`config.mk`:
```
export PLATFORM = sky130hd
export DESIGN_NAME = uart_tx_framer
export DESIGN_NICKNAME = d
export VERILOG_FILES = /design/src/rtl/uart_tx_pkg.sv /design/src/rtl/uart_tx_fmt_decode.sv /design/src/rtl/uart_tx_parity.sv /design/src/rtl/uart_tx_bit_timer.sv /design/src/rtl/uart_tx_framer.sv
export SDC_FILE = /design/constraint.sdc
export NUM_CORES = 1
export LEC_CHECK = 0
export CAP_MARGIN = 20
export CELL_PAD_IN_SITES_DETAIL_PLACEMENT = 1
export CELL_PAD_IN_SITES_GLOBAL_PLACEMENT = 1
export CORE_MARGIN = 2
export CORE_UTILIZATION = 30
export CTS_CLUSTER_DIAMETER = 200
export DETAILED_ROUTE_END_ITERATION = 16
export DONT_BUFFER_PORTS = 1
export GPL_ROUTABILITY_DRIVEN = 0
export MAX_ROUTING_LAYER = met4
export PLACE_DENSITY = 0.58
export SLEW_MARGIN = 20
export SYNTH_ARGS = -nofsm -noshare
export SYNTH_HDL_FRONTEND = slang
export SYNTH_SLANG_ARGS = --single-unit
export TNS_END_PERCENT = 20
```
`constraint.sdc`:
```
create_clock -name clk -period 1.95 [get_ports clk]
set_input_delay 0.39 -clock clk [delete_from_list [all_inputs] [get_ports clk]]
set_output_delay 0.39 -clock clk [all_outputs]
set_load 0.05 [all_outputs]
```
`src/rtl/uart_tx_pkg.sv`:
```
package uart_tx_pkg;

  // Bit positions inside the format byte; the decoder depends on them
  localparam int FMT_LEN_LSB  = 0;
  localparam int FMT_XSTOP    = 2;
  localparam int FMT_PAR_ON   = 3;
  localparam int FMT_PAR_SEL  = 4;
  localparam int FMT_PAR_FORCE = 5;
  localparam int FMT_BREAK    = 6;

  localparam int MIN_WORD = 5;

  typedef enum logic [2:0] {
    ST_IDLE,
    ST_START,
    ST_DATA,
    ST_PARITY,
    ST_STOP
  } tx_state_e;

  typedef struct packed {
    logic [3:0] nbits;
    logic       par_on;
    logic       par_sel;
    logic       par_force;
    logic       xstop;
  } frame_cfg_t;

endpackage

```
`src/rtl/uart_tx_fmt_decode.sv`:
```
module uart_tx_fmt_decode
  import uart_tx_pkg::*;
(
  input  logic [5:0]  fmt,
  output frame_cfg_t  cfg
);
  always_comb begin
    cfg.nbits     = 4'(MIN_WORD) + {2'b00, fmt[FMT_LEN_LSB +: 2]};
    cfg.xstop     = fmt[FMT_XSTOP];
    cfg.par_on    = fmt[FMT_PAR_ON];
    cfg.par_sel   = fmt[FMT_PAR_SEL];
    cfg.par_force = fmt[FMT_PAR_FORCE];
  end
endmodule

```
`src/rtl/uart_tx_parity.sv`:
```
module uart_tx_parity
  import uart_tx_pkg::*;
#(
  parameter int DATA_W = 8
) (
  input  logic [DATA_W-1:0] data,
  input  frame_cfg_t        cfg,
  output logic              par_bit
);
  logic [DATA_W-1:0] mask;
  logic              ones_odd;

  // Keep only the bits that belong to the selected word length
  for (genvar i = 0; i < DATA_W; i++) begin : g_mask
    assign mask[i] = (cfg.nbits > 4'(i));
  end

  assign ones_odd = ^(data & mask);

  always_comb begin
    if (cfg.par_force)
      par_bit = ~cfg.par_sel;
    else if (cfg.par_sel)
      par_bit = ones_odd;
    else
      par_bit = ~ones_odd;
  end
endmodule

```
`src/rtl/uart_tx_bit_timer.sv`:
```
module uart_tx_bit_timer #(
  parameter int CNT_W = 6
) (
  input  logic             clk,
  input  logic             rst,
  input  logic             clr,
  input  logic             tick,
  input  logic [CNT_W-1:0] limit,
  output logic             done
);
  logic [CNT_W-1:0] cnt_q;

  assign done = tick && (cnt_q == limit - CNT_W'(1));

  always_ff @(posedge clk) begin
    if (rst || clr)
      cnt_q <= '0;
    else if (tick)
      cnt_q <= cnt_q + CNT_W'(1);
  end
endmodule

```
`src/rtl/uart_tx_framer.sv`:
```
module uart_tx_framer
  import uart_tx_pkg::*;
#(
  parameter int DATA_W     = 8,
  parameter int OVERSAMPLE = 16,
  parameter int CTL_W      = 8
) (
  input  logic              clk,
  input  logic              rst,
  input  logic              baud_tick,
  input  logic              in_valid,
  input  logic [DATA_W-1:0] in_data,
  input  logic [CTL_W-1:0]  line_ctl,
  output logic              in_ready,
  output logic              txd,
  output logic              tx_empty
);
  localparam int CNT_W    = $clog2(2 * OVERSAMPLE + 1);
  localparam int BITCNT_W = $clog2(DATA_W) + 1;
  localparam logic [CNT_W-1:0] BIT_TICKS  = CNT_W'(OVERSAMPLE);
  localparam logic [CNT_W-1:0] HALF_TICKS = CNT_W'(OVERSAMPLE / 2);

  tx_state_e             state_q, state_d;
  frame_cfg_t            cfg_in, cfg_q;
  logic [DATA_W-1:0]     shreg_q;
  logic [BITCNT_W-1:0]   bitcnt_q;
  logic                  par_in, par_q;
  logic                  txd_q, empty_q;
  logic                  accept, bit_done, last_data, line_bit;
  logic [CNT_W-1:0]      limit, stop_ticks;
  logic                  ctl_unused;

  assign ctl_unused = ^line_ctl[CTL_W-1:FMT_BREAK+1];

  uart_tx_fmt_decode u_decode (
    .fmt (line_ctl[5:0]),
    .cfg (cfg_in)
  );

  uart_tx_parity #(.DATA_W(DATA_W)) u_parity (
    .data    (in_data),
    .cfg     (cfg_in),
    .par_bit (par_in)
  );

  // Stop period length from the captured format
  always_comb begin
    if (!cfg_q.xstop)
      stop_ticks = BIT_TICKS;
    else if (cfg_q.nbits == 4'(MIN_WORD))
      stop_ticks = BIT_TICKS + HALF_TICKS;
    else
      stop_ticks = BIT_TICKS + BIT_TICKS;
  end

  assign limit = (state_q == ST_STOP) ? stop_ticks : BIT_TICKS;

  uart_tx_bit_timer #(.CNT_W(CNT_W)) u_timer (
    .clk   (clk),
    .rst   (rst),
    .clr   (bit_done || (state_q == ST_IDLE)),
    .tick  (baud_tick),
    .limit (limit),
    .done  (bit_done)
  );

  assign last_data = (bitcnt_q == BITCNT_W'(cfg_q.nbits - 4'd1));

  always_comb begin
    state_d = state_q;
    accept  = 1'b0;
    unique case (state_q)
      ST_IDLE: begin
        if (in_valid) begin
          state_d = ST_START;
          accept  = 1'b1;
        end
      end
      ST_START:  if (bit_done) state_d = ST_DATA;
      ST_DATA:   if (bit_done && last_data) state_d = cfg_q.par_on ? ST_PARITY : ST_STOP;
      ST_PARITY: if (bit_done) state_d = ST_STOP;
      ST_STOP:   if (bit_done) state_d = ST_IDLE;
      default:   state_d = ST_IDLE;
    endcase
  end

  always_comb begin
    unique case (state_q)
      ST_START:  line_bit = 1'b0;
      ST_DATA:   line_bit = shreg_q[0];
      ST_PARITY: line_bit = par_q;
      default:   line_bit = 1'b1;
    endcase
  end

  always_ff @(posedge clk) begin
    if (rst) begin
      state_q  <= ST_IDLE;
      cfg_q    <= '0;
      shreg_q  <= '0;
      bitcnt_q <= '0;
      par_q    <= 1'b0;
      txd_q    <= 1'b1;
      empty_q  <= 1'b1;
    end else begin
      state_q <= state_d;
      empty_q <= (state_d == ST_IDLE);
      txd_q   <= line_ctl[FMT_BREAK] ? 1'b0 : line_bit;
      if (accept) begin
        cfg_q    <= cfg_in;
        shreg_q  <= in_data;
        par_q    <= par_in;
        bitcnt_q <= '0;
      end else if (state_q == ST_DATA && bit_done) begin
        shreg_q  <= {1'b0, shreg_q[DATA_W-1:1]};
        bitcnt_q <= bitcnt_q + BITCNT_W'(1);
      end
    end
  end

  assign in_ready = empty_q;
  assign tx_empty = empty_q;
  assign txd      = txd_q;

endmodule

```
Yosys cells after proc, flatten, opt, wreduce, memory -nomap -nowiden
Index checks and enable logic that the tools add are counted.
{ "word_totals": {"elab_cells": 61, "inputBits": 20, "register_bits": 30, "out_inout_bits": 3} }
{ "op_classes": {"add_sub_neg": 5, "bitwise": 3, "n_eq_ne": 7, "n_reduce_logical": 10, "order_cmp": 8, "n_mux": 18} }
{ "ops": {"columns": ["operator", "count"], "rows": [
  ["2-to-1 mux 3 bit", 6],
  ["2-to-1 mux 6 bit", 3],
  ["> comparator 4 x 3 -> 1 bit (second input constant)", 4],
  ["2-to-1 mux 8 bit", 2],
  ["case mux 3 bit (5 select lines)", 1],
  ["AND 8 bit", 1],
  ["> comparator 4 x 1 -> 1 bit (second input constant)", 2],
  ["> comparator 4 x 2 -> 1 bit (second input constant)", 2],
  ["parity 8 bit", 1],
  ["adder 6 x 1 -> 6 bit (second input constant)", 1],
  ["== test 3 x 2 -> 1 bit (second input constant)", 2],
  ["== test 6 bit", 1],
  ["logical NOT 3 bit", 2],
  ["subtractor 6 x 1 -> 6 bit (second input constant)", 1],
  ["2-to-1 mux 1 bit", 5],
  ["adder 3 x 2 -> 4 bit (first input constant)", 1],
  ["adder 4 x 1 -> 4 bit (second input constant)", 1],
  ["== test 4 x 3 -> 1 bit (second input constant)", 1],
  ["== test 4 bit", 1],
  ["subtractor 4 x 1 -> 4 bit (second input constant)", 1],
  ["== test 3 x 1 -> 1 bit (second input constant)", 1],
  ["== test 3 bit (second input constant)", 1],
  ["logical AND 1 bit", 3],
  ["case mux 1 bit (3 select lines)", 1],
  ["4 further kinds", 6]
]} }

Longest topological paths before layout
{ "logic_depth": {"ltp_word": 11, "mapped_depth": 9, "depth_no_buf": 8} }

By module
From an unflattened synthesis, not the netlist that was laid out.
{ "hier_totals": {"cells_unflattened": 215, "hier_area_um2": 1835.5} }
{ "by_module_without_submodules": {"columns": ["module", "area_per_inst_um2", "seq_area_each_um2", "instances", "cells_each"], "rows": [
  ["uart_tx_framer", 1209.9, 480.5, 1, 140],
  ["uart_tx_bit_timer", 397.9, 120.1, 1, 46],
  ["uart_tx_parity", 165.2, 0.0, 1, 21],
  ["uart_tx_fmt_decode", 62.6, 0.0, 1, 8]
]} }

Worst setup path before layout
OpenSTA, ideal clock, no wires.
{ "synth_timing": {"kind": "register -> register", "from": "register cfg_q[4] in the netlist's numbering", "to": "register state_q[2]", "slack_ns": 0.019, "synth_period_minus_slack_ns": 1.931, "path_buffers": 0, "path_stages_with_launch": 8, "arrival_ns": 1.860, "cell_sequence": "dfxtp_1 inv_1 ha_1 xnor2_1 nor4_2 a21oi_1 or4b_1 a21oi_1"} }
{ "synth_via": {"elab_chain_cells": 10, "elab_cells_between_ends": 15} }
{ "synth_rtl": {"columns": ["item", "line", "source"], "rows": [
  ["start: declaration", "uart_tx_framer.sv:24", "frame_cfg_t cfg_in, cfg_q;"],
  ["start signal: assignment", "uart_tx_framer.sv:110", "cfg_q <= cfg_in;"],
  ["== test 4 x 3 -> 1 bit", "uart_tx_framer.sv:50", "else if (cfg_q.nbits == 4'(MIN_WORD))"],
  ["2-to-1 mux 6 bit", "uart_tx_framer.sv:50", null],
  ["2-to-1 mux 6 bit", "uart_tx_framer.sv:48", "if (!cfg_q.xstop)"],
  ["2-to-1 mux 6 bit", "uart_tx_framer.sv:56", "assign limit = (state_q == ST_STOP) ? stop_ticks : BIT_TICKS;"],
  ["subtractor 6 x 1 -> 6 bit", "uart_tx_bit_timer.sv:13", "assign done = tick && (cnt_q == limit - CNT_W'(1));"],
  ["== test 6 bit", "uart_tx_bit_timer.sv:13", null],
  ["logical AND 1 bit", "uart_tx_bit_timer.sv:13", null],
  ["logical AND 1 bit", "uart_tx_framer.sv:80", "ST_DATA: if (bit_done && last_data) state_d = cfg_q.par_on ? ST_PARITY : ST_STOP;"],
  ["2-to-1 mux 3 bit", "uart_tx_framer.sv:80", null],
  ["case mux 3 bit (5 select lines) *", "uart_tx_framer.sv:72", "unique case (state_q)"],
  ["end signal: assignment", "uart_tx_framer.sv:106", "state_q <= state_d;"],
  ["end: declaration", "uart_tx_framer.sv:23", "tx_state_e state_q, state_d;"]
]} }
Every way passes the cells marked *; elsewhere a longest branch is shown, timed or not.
A chain may end at the register's enable or synchronous reset.

Worst setup path in the final report
Ends and elaborated chain as after synthesis.

==> flow_summary.toml <==
[timing]
worst_slew_pin_slew_ns = 0.476
rsz0062_at_grt = "true"
period_needed_ns = 1.95
fin_ws_ns = -0.00251
drv_slew = 0
setup_violations = 1
hold_viol_final = 0
relSlewSlack = 0.683
finalClockSkew_ns = 0.00900
fin_crit_sh = 1.00
fmax_ghz = 0.512

[synthesis]
yosysSeqAreaShare = 0.374
ys_ff_latch = 30
ys_warn_count = 0
synth_area_um2 = 1610
postSynth.asyncResetShare = 0
synth_edf_count = 0
synth_area_per_cell_um2 = 8.28
syn_inst = 194
synth.distinct_cells = 34
synth_nets = 222
synth_ff_type = "dfxtp_1"

[power_and_ir_drop]
p_seq_frac = 0.473
pwr-share-comb = 0.153
swShare = 0.271
intPower_mw = 1.03
clkPwrFrac = 0.374
finalPower_mw = 1.41
ir_drop_mv = 0.254
power.leakage_nw = 0.708
p_per_area_nw_per_um2 = 718
p_switching_mw = 0.382

[critical_path]
r2r_end = "state_q[2]$_SDFF_PP0_"
crit_slowest_cell = "or4b_4"
worstPathArrival_ns = 2.17
worstPathMaxFanout = 4
path_common_cell = "a21oi_2"
endpoint_kind = "register"
cp_slowest_stage_delay_ns = 0.52
path_delay_family = "simple AND/OR/NAND/NOR gates"
worstRegToRegCells = 7
crit_required_ns = 2.17
critPathBufInv = 1
path_cells = "buf_4, nor3_4, xnor2_2, nor4_4, a21oi_2, or4b_4, a21oi_2"
critPathLaunchType = "register"
rr_startpoint = "cfg_q[4]$_SDFFE_PP0P_"
crit_type = "register to register"
rrSetupSlack_ns = -0.003

[clock_network]
clkTransAtPathRegs_ns = 0.07
cts_tree = "yes"
cts_max_level = 2
clock_path_buffers = 2
cts_made_buffers = 5
cts_root_buf = "clkbuf_8"
numClockSinks = 30
worstSkewPairLatency_ns = 0.28

[floorplan]
die_height_um = 77.2
row_count = 26
pin_count = 23
core_area_um2 = 5140
dieArea_um2 = 5960
initial_core_util = 0.313
die_x_um = 77.2

[place]
placed_area_um2 = 1770
dp_hpwl_mm = 2.94
dp_cells = 265
port_buffers = 0

[detailed_routing]
vias = 1383
antenna_left = 0
drt-initial-drc-count = 60
drc = 0
avgViaCountPerCell = 5.03
dr.pass1.iters = 3
wirelength_mm = 4.26
wl_per_cell_um = 15.5

[min_path]
min_from = "rst"
hold_path.class = "input port to register"
whs_path_depth = 1
hold_end = "state_q[2]$_SDFF_PP0_"

[finish]
drive_gt1_frac = 0.215
n_fill_cell = 628
fin_util = 0.383
design_area_um2 = 1970
diodes = 0
finalNonFillerCells = 275
areaGrowthSynthToFinish_pct = 22.6
nets = 232

[run_status]
status = "finished, violations left"
violations = "setup timing"

[global_routing]
grt_max_degree = 26
grt_pass1_wl_mm = 7.12
antenna_found_initial = 0
grt_use_total = 0.157
overflow = 0
grt_pass1_vias = 1459

[job]
drv_cap = 0
-- area by class of cell --
| cell class | count | area (um^2) | share of cell area |
|---|---|---|---|
| Multi-Input combinational cell | 146 | 1020 | 0.520 |
| Inverter | 5 | 18.8 | 0.00953 |
| Timing Repair Buffer | 16 | 145 | 0.0737 |
| Clock buffer | 7 | 86.3 | 0.0438 |
| Clock inverter | 1 | 5.00 | 0.00254 |
| Tap cell | 70 | 87.6 | 0.0445 |
| Sequential cell | 30 | 603 | 0.306 |
-- flip-flops by register name (all words and copies together), names as in the netlist --
signal	count
shreg_q	8
cfg_q	6
u_timer.cnt_q	6
bitcnt_q	4
state_q	3
in_ready	1
par_q	1
txd	1
-- worst max path at each step --
stage	start	slack, ns	end	depth (start not counted)
floorplan	cfg_q[4]$_SDFFE_PP0P_	0.02	state_q[2]$_SDFF_PP0_	7
global placement	cfg_q[4]$_SDFFE_PP0P_	-0.05	state_q[2]$_SDFF_PP0_	7
detailed placement	cfg_q[4]$_SDFFE_PP0P_	-0.14	state_q[2]$_SDFF_PP0_	7
CTS	cfg_q[4]$_SDFFE_PP0P_	-0.09	state_q[2]$_SDFF_PP0_	8
global route	cfg_q[4]$_SDFFE_PP0P_	-0.12	state_q[2]$_SDFF_PP0_	7
finish	cfg_q[4]$_SDFFE_PP0P_	-0.003	state_q[2]$_SDFF_PP0_	7
-- power groups by stage --
stage               clock [mW]  combinational [mW]  sequential (mW)
global route             0.586               0.239            0.673
CTS                      0.540               0.198            0.668
floorplan                    0               0.143            0.682
finish                   0.529               0.216            0.668
global placement             0               0.176            0.678
detailed placement           0               0.183            0.680
-- stage by stage --
step | setup WS (ns) | hold WS [ns] | TNS (ns)
floorplan | 0.0193 | 0.432 | 0
global placement | -0.0543 | 0.451 | -0.0543
detailed placement | -0.135 | 0.466 | -0.150
CTS | -0.0894 | 0.163 | -0.0932
global route | -0.116 | 0.145 | -0.411
finish | -0.00251 | 0.170 | -0.00251
-- Yosys cell counts, types with 2 or more instances --
master | number | area (um^2)
dfxtp_1 | 30 | 601
nand2_1 | 24 | 90.1
nor2_1 | 23 | 86.3
xnor2_1 | 16 | 140
nand3_1 | 13 | 65.1
a21oi_1 | 10 | 50.1
a311oi_1 | 8 | 70.1
ha_1 | 8 | 100
clkbuf_1 | 7 | 26.3
buf_2 | 5 | 25.0
inv_1 | 5 | 18.8
nand3b_1 | 5 | 37.5
nand4_1 | 4 | 25.0
or3_1 | 4 | 25.0
xor2_1 | 4 | 35.0
nor3_1 | 3 | 15.0
a211oi_1 | 2 | 15.0
a22oi_1 | 2 | 15.0
and2_1 | 2 | 12.5
mux2i_1 | 2 | 20.0
nor2b_1 | 2 | 12.5
nor3b_1 | 2 | 15.0
o21ai_0 | 2 | 10.0
-- logic make-up after synthesis --
logic type | Yosys count | share of synthesized area
xor gates and xnor gates | 20 | 0.109
muxes | 2 | 0.0125
DFF | 30 | 0.374
and+or+nand+nor | 88 | 0.275
adders and majority gates | 8 | 0.0623
buffers and inverters | 18 | 0.0483
AOI/OAI and AO/OA | 28 | 0.119
-- layer usage --
metal	track usage	share of wire
met5	-	0
met4	0.0375	0.0094
met3	0.0459	0.032
met2	0.262	0.49
met1	0.186	0.47
-- cell usage in the layout (no fill, tap or decap), types with 3 or more instances in the layout --
cell	count
a21oi_1	8
a311oi_1	5
a311oi_2	3
buf_4	14
clkbuf_8	6
dfxtp_1	28
ha_1	7
inv_1	3
nand2_1	24
nand3_1	12
nand3b_1	5
nand4_1	4
nor2_1	22
nor3_1	3
or3_1	3
xnor2_1	14
xor2_1	4
-- worst register-to-register path: cells and delay by family (launching register included) --
kind	cells	cell delay [ns]
AO/OA/AOI/OAI	2	0.21
XOR/XNOR	1	0.10
buffers and inverters	1	0.15
flip-flops	1	0.34
AND/OR/NAND/NOR	3	1.09
-- repair_timing --
item | in CTS | in global routing
endpoints found under the setup margin | 2 | 15
hold buffers | 0 | 0
resized for setup | 11 | 11
pin swaps | 9 | 11
setup buffers | 2 | 1
No activity file was read; power rests on OpenSTA's default activity.
